## src/rtl/agu_pkg.sv

```systemverilog
package agu_pkg;
   localparam int SEL_W  = 2;
   localparam int MODE_W = 3;

   typedef enum logic [MODE_W-1:0] {
      AM_PLAIN   = 3'd0,
      AM_POSTINC = 3'd1,
      AM_PREDEC  = 3'd2,
      AM_DISP    = 3'd3,
      AM_DIRECT  = 3'd4,
      AM_PROG    = 3'd5,
      AM_PROGINC = 3'd6,
      AM_RSVD    = 3'd7
   } amode_e;
endpackage

```

## src/rtl/agu_ptr_bank.sv

```systemverilog
module agu_ptr_bank #(
   parameter int BYTE_W  = 8,
   parameter int NUM_PTR = 3,
   localparam int AW     = 2 * BYTE_W
) (
   input  logic [NUM_PTR*BYTE_W-1:0] pair_lo,
   input  logic [NUM_PTR*BYTE_W-1:0] pair_hi,
   output logic [NUM_PTR-1:0][AW-1:0] ptrs
);
   for (genvar i = 0; i < NUM_PTR; i++) begin : g_pair
      assign ptrs[i] = {pair_hi[i*BYTE_W +: BYTE_W], pair_lo[i*BYTE_W +: BYTE_W]};
   end
endmodule

```

## src/rtl/agu_addr_calc.sv

```systemverilog
module agu_addr_calc
   import agu_pkg::*;
#(
   parameter int              AW        = 16,
   parameter int              NUM_PTR   = 3,
   parameter int              DISP_W    = 6,
   parameter logic [NUM_PTR-1:0] DISP_OK = 3'b110,
   parameter int              PROG_PTR  = 2,
   parameter int              DATA_CYC  = 2,
   parameter int              PROG_CYC  = 3,
   localparam int             CNT_W     = $clog2(PROG_CYC + 1)
) (
   input  logic [NUM_PTR-1:0][AW-1:0] ptrs,
   input  logic [SEL_W-1:0]           sel,
   input  logic [MODE_W-1:0]          mode,
   input  logic [DISP_W-1:0]          disp,
   input  logic [AW-1:0]              direct_addr,
   output logic                       legal,
   output logic [AW-1:0]              eff_addr,
   output logic [AW-1:0]              new_ptr,
   output logic                       need_wb,
   output logic [SEL_W-1:0]           wb_sel,
   output logic                       prog,
   output logic [CNT_W-1:0]           cycles
);
   logic          sel_ok;
   logic [AW-1:0] cur;
   logic [AW-1:0] zptr;
   logic [AW-1:0] minus1;

   assign sel_ok = (int'(sel) < NUM_PTR);
   assign cur    = sel_ok ? ptrs[sel] : '0;
   assign zptr   = ptrs[PROG_PTR];
   assign minus1 = cur - AW'(1);

   always_comb begin
      legal    = 1'b1;
      eff_addr = cur;
      new_ptr  = cur;
      need_wb  = 1'b0;
      wb_sel   = sel;
      prog     = 1'b0;
      cycles   = CNT_W'(DATA_CYC);
      unique case (amode_e'(mode))
         AM_PLAIN: legal = sel_ok;
         AM_POSTINC: begin
            legal   = sel_ok;
            new_ptr = cur + AW'(1);
            need_wb = 1'b1;
         end
         AM_PREDEC: begin
            legal    = sel_ok;
            eff_addr = minus1;
            new_ptr  = minus1;
            need_wb  = 1'b1;
         end
         AM_DISP: begin
            legal    = sel_ok && DISP_OK[sel];
            eff_addr = cur + AW'(disp);
         end
         AM_DIRECT: eff_addr = direct_addr;
         AM_PROG, AM_PROGINC: begin
            eff_addr = zptr;
            new_ptr  = zptr + AW'(1);
            need_wb  = (amode_e'(mode) == AM_PROGINC);
            wb_sel   = SEL_W'(PROG_PTR);
            prog     = 1'b1;
            cycles   = CNT_W'(PROG_CYC);
         end
         default: legal = 1'b0;
      endcase
   end
endmodule

```

## src/rtl/agu_seq.sv

```systemverilog
module agu_seq
   import agu_pkg::*;
#(
   parameter int AW    = 16,
   parameter int CNT_W = 2
) (
   input  logic             clk,
   input  logic             rst_n,
   input  logic             start,
   input  logic             legal,
   input  logic [AW-1:0]    eff_addr,
   input  logic [AW-1:0]    new_ptr,
   input  logic             need_wb,
   input  logic [SEL_W-1:0] wb_sel_in,
   input  logic             prog,
   input  logic [CNT_W-1:0] cycles,
   output logic [AW-1:0]    mem_addr,
   output logic             mem_stb,
   output logic             mem_prog,
   output logic             busy,
   output logic             done,
   output logic             wb_en,
   output logic [SEL_W-1:0] wb_sel,
   output logic [AW-1:0]    wb_ptr,
   output logic             illegal
);
   logic             busy_q, need_q, prog_q, bad_q;
   logic [CNT_W-1:0] cnt_q, total_q;
   logic [AW-1:0]    addr_q, ptr_q;
   logic [SEL_W-1:0] sel_q;
   logic             last;

   assign last = busy_q && (cnt_q == total_q);

   always_ff @(posedge clk or negedge rst_n) begin
      if (!rst_n) begin
         busy_q  <= 1'b0;
         need_q  <= 1'b0;
         prog_q  <= 1'b0;
         bad_q   <= 1'b0;
         cnt_q   <= '0;
         total_q <= '0;
         addr_q  <= '0;
         ptr_q   <= '0;
         sel_q   <= '0;
      end else begin
         bad_q <= 1'b0;
         if (!busy_q) begin
            if (start) begin
               if (legal) begin
                  busy_q  <= 1'b1;
                  cnt_q   <= CNT_W'(1);
                  total_q <= cycles;
                  addr_q  <= eff_addr;
                  ptr_q   <= new_ptr;
                  need_q  <= need_wb;
                  sel_q   <= wb_sel_in;
                  prog_q  <= prog;
               end else begin
                  bad_q <= 1'b1;
               end
            end
         end else if (last) begin
            busy_q <= 1'b0;
            cnt_q  <= '0;
            prog_q <= 1'b0;
         end else begin
            cnt_q <= cnt_q + CNT_W'(1);
         end
      end
   end

   assign mem_addr = addr_q;
   assign mem_stb  = busy_q && (cnt_q == CNT_W'(1));
   assign mem_prog = prog_q;
   assign busy     = busy_q;
   assign done     = last;
   assign wb_en    = last && need_q;
   assign wb_sel   = sel_q;
   assign wb_ptr   = ptr_q;
   assign illegal  = bad_q;
endmodule

```

## src/rtl/ptr_agu.sv

```systemverilog
module ptr_agu
   import agu_pkg::*;
#(
   parameter int              BYTE_W   = 8,
   parameter int              NUM_PTR  = 3,
   parameter int              DISP_W   = 6,
   parameter logic [NUM_PTR-1:0] DISP_OK = 3'b110,
   parameter int              DATA_CYC = 2,
   parameter int              PROG_CYC = 3,
   localparam int             AW       = 2 * BYTE_W,
   localparam int             PROG_PTR = NUM_PTR - 1,
   localparam int             CNT_W    = $clog2(PROG_CYC + 1)
) (
   input  logic                      clk,
   input  logic                      rst_n,
   input  logic                      start,
   input  logic [SEL_W-1:0]          ptr_sel,
   input  logic [MODE_W-1:0]         mode,
   input  logic [DISP_W-1:0]         disp,
   input  logic [AW-1:0]             direct_addr,
   input  logic [NUM_PTR*BYTE_W-1:0] pair_lo,
   input  logic [NUM_PTR*BYTE_W-1:0] pair_hi,
   output logic [AW-1:0]             mem_addr,
   output logic                      mem_stb,
   output logic                      mem_prog,
   output logic                      busy,
   output logic                      done,
   output logic                      wb_en,
   output logic [SEL_W-1:0]          wb_sel,
   output logic [AW-1:0]             wb_ptr,
   output logic                      illegal
);
   if (DATA_CYC < 2) begin : g_chk_data
      $error("DATA_CYC must be at least 2");
   end
   if (PROG_CYC < DATA_CYC) begin : g_chk_prog
      $error("PROG_CYC must not be shorter than DATA_CYC");
   end
   if (NUM_PTR > (1 << SEL_W)) begin : g_chk_ptr
      $error("NUM_PTR exceeds the select width");
   end
   if (DISP_W >= AW) begin : g_chk_disp
      $error("DISP_W must be narrower than the address");
   end

   logic [NUM_PTR-1:0][AW-1:0] ptrs;
   logic                       c_legal, c_need, c_prog;
   logic [AW-1:0]              c_addr, c_new;
   logic [SEL_W-1:0]           c_sel;
   logic [CNT_W-1:0]           c_cyc;

   agu_ptr_bank #(.BYTE_W(BYTE_W), .NUM_PTR(NUM_PTR)) u_bank (
      .pair_lo(pair_lo), .pair_hi(pair_hi), .ptrs(ptrs)
   );

   agu_addr_calc #(
      .AW(AW), .NUM_PTR(NUM_PTR), .DISP_W(DISP_W), .DISP_OK(DISP_OK),
      .PROG_PTR(PROG_PTR), .DATA_CYC(DATA_CYC), .PROG_CYC(PROG_CYC)
   ) u_calc (
      .ptrs(ptrs), .sel(ptr_sel), .mode(mode), .disp(disp),
      .direct_addr(direct_addr), .legal(c_legal), .eff_addr(c_addr),
      .new_ptr(c_new), .need_wb(c_need), .wb_sel(c_sel), .prog(c_prog),
      .cycles(c_cyc)
   );

   agu_seq #(.AW(AW), .CNT_W(CNT_W)) u_seq (
      .clk(clk), .rst_n(rst_n), .start(start), .legal(c_legal),
      .eff_addr(c_addr), .new_ptr(c_new), .need_wb(c_need),
      .wb_sel_in(c_sel), .prog(c_prog), .cycles(c_cyc),
      .mem_addr(mem_addr), .mem_stb(mem_stb), .mem_prog(mem_prog),
      .busy(busy), .done(done), .wb_en(wb_en), .wb_sel(wb_sel),
      .wb_ptr(wb_ptr), .illegal(illegal)
   );
endmodule

```

## config.mk

```make
export PLATFORM = sky130hd
export DESIGN_NAME = ptr_agu
export DESIGN_NICKNAME = d
export VERILOG_FILES = /design/src/rtl/agu_pkg.sv /design/src/rtl/agu_ptr_bank.sv /design/src/rtl/agu_addr_calc.sv /design/src/rtl/agu_seq.sv /design/src/rtl/ptr_agu.sv
export SDC_FILE = /design/constraint.sdc
export NUM_CORES = 1
export LEC_CHECK = 0
export BUFFER_PORTS_ARGS = -buffer_cell sky130_fd_sc_hd__buf_2
export CAP_MARGIN = 20
export CORE_MARGIN = 4
export CORE_UTILIZATION = 40
export CTS_CLUSTER_SIZE = 10
export DETAILED_ROUTE_END_ITERATION = 8
export PLACE_DENSITY_LB_ADDON = 0.08
export REMOVE_ABC_BUFFERS = 1
export SYNTH_ARGS = -nofsm -noshare
export SYNTH_HDL_FRONTEND = slang
export SYNTH_HIERARCHICAL = 1
export SYNTH_SLANG_ARGS = --single-unit
```

## constraint.sdc

```tcl
create_clock -name clk -period 3.1 [get_ports clk]
set_input_delay 0 -clock clk [delete_from_list [all_inputs] [get_ports clk]]
set_output_delay 0 -clock clk [all_outputs]
set_load 0.005 [all_outputs]
```

After elaboration in Yosys (flattened, before gate mapping) --
Index checks and enable logic that the tools add are counted.
Word-level totals: flip-flop bits (word level) 42, input port bits 78, output and inout bits 40, logic and storage cells 67
Operators by class: $add $sub $neg 5, reduce and logical (&&, ||, !) cells 14, bitwise gates (word level) 1, magnitude comparators 2, equal/unequal tests 9, mux-type cells 27
Operators with widths (count):
- $pmux 16 s4 | 1
- $pmux 16 s3 | 1
- $add 16x1->16 const B | 2
- $bmux 16 s2 | 1
- $mux 16 | 2
- $add 16x6->16 | 1
- $sub 16x1->16 const B | 1
- $mux 1 | 14
- $mux 2 | 5
- $eq 3x3->1 const B | 3
- $eq 3x2->1 const B | 2
- $reduce_and 3->1 | 2
- $reduce_or 3->1 | 2
- $logic_and 1x1->1 | 4
- $reduce_bool 2->1 | 2
- $reduce_or 2->1 | 2
- $eq 3x1->1 const B | 1
- $logic_not 3->1 | 1
- $lt 2x3->1 const B | 1
- $pmux 1 s3 | 1
- $add 2x1->2 const B | 1
- $bmux 1 s2 | 1
- $eq 2x1->1 const B | 1
- $eq 2x2->1 | 1
- 5 further kinds | 5

Longest topological paths before layout --
word-level depth 7, gate-level depth with buffers 15, gate-level depth less buffers 14

Cells and area by module --
Netlist, hierarchy kept.
Modules (own cells, without submodules):
- agu_addr_calc | cells an instance 485, area each 3209.3 um2, times used 1
- agu_seq | cells an instance 100, area each 1671.6 um2, times used 1
- agu_ptr_bank | cells an instance 48, area each 360.3 um2, times used 1

Worst setup path before layout --
Ideal clock, no wire load.
kind input -> register, from input ptr_sel[0], to register u_seq.addr_q[14], in the netlist u_seq/mem_addr[14], arrival 2745 ps, setup time 125 ps, setup slack 230 ps, buffers on the path 3, stages on the path 13, cell sequence ha_1 buf_2 buf_1 clkbuf_1 nor2_1 ha_1 a21oi_1 nor3b_1 a211oi_2 xor2_1 a221oi_1 a211oi_1 mux2_2
On the way: cells in the longest elaborated chain, start to end 5
RTL lines:
- from (decl) | RTL line ptr_agu.sv:17 | input logic [SEL_W-1:0] ptr_sel,
- $bmux 16 s2 | RTL line agu_addr_calc.sv:32 | assign cur = sel_ok ? ptrs[sel] : '0;
- $mux 16 (implied by the code) | RTL line agu_addr_calc.sv:32
- $mux 16 * | RTL line agu_addr_calc.sv:32
- $add 16x6->16 or $sub 16x1->16 (tied branches) | RTL line agu_addr_calc.sv:59, agu_addr_calc.sv:34
- $pmux 16 s4 * | RTL line agu_addr_calc.sv:44 | unique case (amode_e'(mode))
- net c_addr[14] | RTL line ptr_agu.sv:48 | logic [AW-1:0] c_addr, c_new;
- to (signal assigned) | RTL line agu_seq.sv:54 | addr_q <= eff_addr;
- to (decl) | RTL line agu_seq.sv:29 | logic [AW-1:0] addr_q, ptr_q;
The timed path passes the listed nets; every way through them passes the cells marked *. The select of a mux whose other input is x is not followed. A chain may end at the register's enable or synchronous reset.

Worst setup path after layout --
from input ptr_sel[1], to register u_seq.ptr_q[12], in the netlist u_seq/wb_ptr[12]
On the way: cells in the longest elaborated chain, start to end 5
RTL lines:
- $bmux 16 s2 | RTL line agu_addr_calc.sv:32
- $mux 16 (implied by the code) | RTL line agu_addr_calc.sv:32
- $mux 16 * | RTL line agu_addr_calc.sv:32
- $sub 16x1->16 or $add 16x1->16 (tied branches) | RTL line agu_addr_calc.sv:34, agu_addr_calc.sv:48
- $pmux 16 s3 * | RTL line agu_addr_calc.sv:44
- net c_new[12] | RTL line ptr_agu.sv:48
- to (signal assigned) | RTL line agu_seq.sv:55 | ptr_q <= new_ptr;
- to (decl) | RTL line agu_seq.sv:29
Marks and branches as above.

==> results.py <==
metrics = {
    "outcome": {
        "status": "complete, no violations",
    },
    "cells_and_area": {
        "finalNetCount": 840,
        "ant_diodes": 0,
        "layout-drive-gt1-share": 0.3780,
        "final_design_area_no_fill_mm2": 0.006277,
        "n_fill_cell": 1341,
        "syn2layout_area_growth_pct": 19.77,
    },
    "floorplanning": {
        "initial_utilization": 0.4120,
        "ios": 118,
        "die_area_mm2": 0.01500,
        "die_height_um": 122.5,
        "fp.dieW_um": 122.5,
        "std_cell_rows": 41,
        "core_area_mm2": 0.01272,
    },
    "global_route": {
        "antenna_found_initial": 0,
        "grt_pass1_vias": 5180,
        "wire_length_of_the_first_global_routing_pass_um": 30080,
        "gr-usage-all-layers": 0.2671,
        "global_route.overflow_total": 0,
        "grt_start_max_net_pins": 43,
    },
    "timing": {
        "tightestPinTransition_ns": 0.5916,
        "setup-violations-final": 0,
        "final.period_utilization": 0.9073,
        "timing.max_slew.rel_slack": 0.6030,
        "max_clock_freq_mhz": 355.5,
        "final.min_clock_period_ns": 2.813,
        "endpoints_failing_hold": 0,
        "final.setup.worst_slack_ns": 0.2872,
        "max_slew_vio_count": 0,
        "worst_clock_skew_ns": 0.003310,
        "grt_setup_unrepaired": "false",
        "setup_tns_ns": 0,
    },
    "placed_design": {
        "dpl-instance-area_mm2": 0.006086,
        "hpwlAfterDp_um": 15290,
        "placement.setup.worst_slack_ns": -0.0004508,
        "routabilityCongestion": 0.9629,
        "port-buffer-count": 117,
    },
    "power": {
        "power.static_leakage_nw": 2.880,
        "pwr_density_cell_mw_per_mm2": 489.6,
        "max-vdd-ir-drop_v": 0.0003733,
        "post-layout-total-power_mw": 3.073,
    },
    "yosys": {
        "post_synth_most_frequent_cells": "sky130_fd_sc_hd__buf_4, sky130_fd_sc_hd__o21ai_0, sky130_fd_sc_hd__dfrtp_1, sky130_fd_sc_hd__nand2_1, sky130_fd_sc_hd__a21oi_1",
        "synth_flop_cell": "sky130_fd_sc_hd__dfrtp_1",
        "share_of_synthesized_area_occupied_by_flip_flops_and_latches": 0.2005,
        "synth-edff-count": 0,
        "synth_seq_cells": 42,
        "netlist_area_mm2": 0.005241,
        "synth.top_cell.area_share": 0.2005,
        "synth-async-reset-ratio": 1.000,
        "synth.area.top_cells": "sky130_fd_sc_hd__dfrtp_1, sky130_fd_sc_hd__buf_4, sky130_fd_sc_hd__mux2_2",
        "post_synth.cell_area_avg_um2": 8.280,
        "synth_instances": 633,
        "synthMostInstantiatedCell": "sky130_fd_sc_hd__buf_4",
        "netlist-cell-type-count": 84,
        "synth_largest_area_cell": "sky130_fd_sc_hd__dfrtp_1",
        "yosys_warnings": 6,
    },
    "setup_path": {
        "critPathMaxFanout": 6,
        "worst-setup-path-type": "in2reg",
        "timing.critical_path.from_type": "input pin",
        "timing.critical_path.to_type": "register",
        "worstPathRequired_ns": 3.30,
        "worst-endpoint-arrival_ns": 3.01,
    },
    "route": {
        "drt_first_pass_iters": 5,
        "drt_wl_total_um": 19740,
        "dr.first_iter.drc_count": 513,
        "postRouteAntennaNets": 0,
        "routed_len_inst_um": 21.32,
        "drc": 0,
        "post_drt_via_cell_ratio": 5.698,
        "dr_total_vias": 5276,
    },
    "clock_tree": {
        "cts_tree": "built",
        "cts.sinks": 42,
        "numCtsBuffers": 5,
        "cts.clk_slew.worst_paths_ns": 0.07,
        "worstSkewPairLatency_ns": 0.31,
        "cts_root_buf": "sky130_fd_sc_hd__clkbuf_16",
        "htreeDepth": 2,
        "clock_path_buffers": 2,
    },
    "hold_path": {
        "timing.hold.worst.class": "in2async",
    },
    "job": {
        "maxCapViolCount": 0,
    },
}
==> layout make-up <==
class	count	area [µm²]	share of cell area
Inverter	12	46.29	0.007375
Clock buffer	5	125.1	0.01993
Sequential cell	42	1051	0.1674
Timing Repair Buffer	201	1246	0.1985
Clock inverter	3	26.28	0.004186
Multi-Input combinational cell	491	3567	0.5683
Tap cell	172	215.2	0.03428
==> logic make-up after synthesis <==
logic type / after synthesis / share of synthesized area
AO/OA/AOI/OAI: 199 / 0.2633
AND/OR/NAND/NOR: 181 / 0.1888
buffers and inverters: 100 / 0.1189
multiplexers: 70 / 0.1542
flip-flops: 42 / 0.2005
XOR/XNOR: 30 / 0.05013
adder cells (fa/ha/maj): 10 / 0.02340
other: 1 / 0.0007155
==> path summary, 6_finish.rpt <==
check	depth (start not counted)	to	startpoint	slack, ns
min in group clk	4	u_seq/mem_addr[1]	pair_lo[17]	0.22
worst max-delay path	14	u_seq/wb_ptr[12]	ptr_sel[1]	0.29
worst min-delay path	2	u_seq/mem_addr[6]	rst_n	0.15
worst max register to register	3	u_seq/mem_addr[13]	u_seq/busy	1.55
worst min register to register	1	u_seq/wb_ptr[6]	u_seq/wb_ptr[6]	0.50
max in group asynchronous	3	u_seq/total_q[1]	rst_n	2.43
==> per-layer routing <==
layer,GRT usage,up-vias,share of wire
met2,0.4346,219,0.46
met5,0,-,0
li1,-,2526,-
met3,0.05253,33,0.084
met1,0.3569,2498,0.43
met4,0.08467,0,0.029
==> flip-flops by register name (all words and copies together), names as in the netlist <==
| register | count |
|---|---|
| u_seq/busy | 1 |
| u_seq/mem_prog | 1 |
| u_seq/total_q | 2 |
| u_seq/wb_ptr | 16 |
| u_seq/wb_sel | 2 |
| u_seq/need_q | 1 |
| u_seq/mem_addr | 16 |
| u_seq/illegal | 1 |
| u_seq/cnt_q | 2 |
==> report_power, final <==
part / total [mW] / internal [mW] / leakage (nW) / switching (mW)
logic: 1.54 / 0.794 / 2.28 / 0.742
clock network: 0.593 / 0.309 / 0.0752 / 0.284
registers: 0.944 / 0.804 / 0.520 / 0.140
total: 3.07 / 1.91 / 2.88 / 1.17
==> repair_timing <==
item,CTS,global route
endpoints found under the hold margin,43,0
hold buffers,2,0
setup buffers,0,0
resized for setup,0,0
==> through the flow <==
stage / utilization / hold slack [ns] / cells
5_1_grt: 0.4934 / 0.1911 / 926
4_1_cts: 0.4918 / 0.2153 / 925
3_3_place_gp: 0.4778 / 0.2596 / 914
3_5_place_dp: 0.4784 / 0.2547 / 915
2_1_floorplan: - / -0.2956 / 545
6_report: 0.4934 / 0.1452 / 926
==> cell usage in the layout, fill, tap and decap left out, types with 7 or more instances in the layout <==
cell / instances
sky130_fd_sc_hd__buf_2: 117
sky130_fd_sc_hd__o21ai_0: 50
sky130_fd_sc_hd__nand2_1: 42
sky130_fd_sc_hd__inv_1: 9
sky130_fd_sc_hd__dfrtp_1: 42
sky130_fd_sc_hd__and2_1: 8
sky130_fd_sc_hd__mux2_4: 13
sky130_fd_sc_hd__ha_1: 9
sky130_fd_sc_hd__nor2b_1: 10
sky130_fd_sc_hd__nor3_1: 12
sky130_fd_sc_hd__a211oi_1: 10
sky130_fd_sc_hd__buf_4: 80
sky130_fd_sc_hd__xor2_1: 12
sky130_fd_sc_hd__a21oi_1: 41
sky130_fd_sc_hd__nor2_1: 40
sky130_fd_sc_hd__mux2_2: 33
sky130_fd_sc_hd__o21ai_1: 7
sky130_fd_sc_hd__xnor2_1: 18
sky130_fd_sc_hd__nand3_1: 13
sky130_fd_sc_hd__a22oi_1: 19
sky130_fd_sc_hd__mux2i_1: 23
==> critical path, stage by stage <==
cell                       delay [ns]
sky130_fd_sc_hd__buf_2           0.15
sky130_fd_sc_hd__mux2_2          0.35
sky130_fd_sc_hd__a21oi_1         0.22
sky130_fd_sc_hd__or2_0           0.26
sky130_fd_sc_hd__ha_1            0.21
sky130_fd_sc_hd__inv_1           0.06
sky130_fd_sc_hd__a211oi_2        0.23
sky130_fd_sc_hd__o211ai_2        0.24
sky130_fd_sc_hd__buf_4           0.20
sky130_fd_sc_hd__or3_4           0.40
sky130_fd_sc_hd__xnor2_1         0.13
sky130_fd_sc_hd__a22oi_1         0.17
sky130_fd_sc_hd__o21ai_0         0.11
sky130_fd_sc_hd__mux2_2          0.26
No activity file was read; power rests on OpenSTA's default activity.
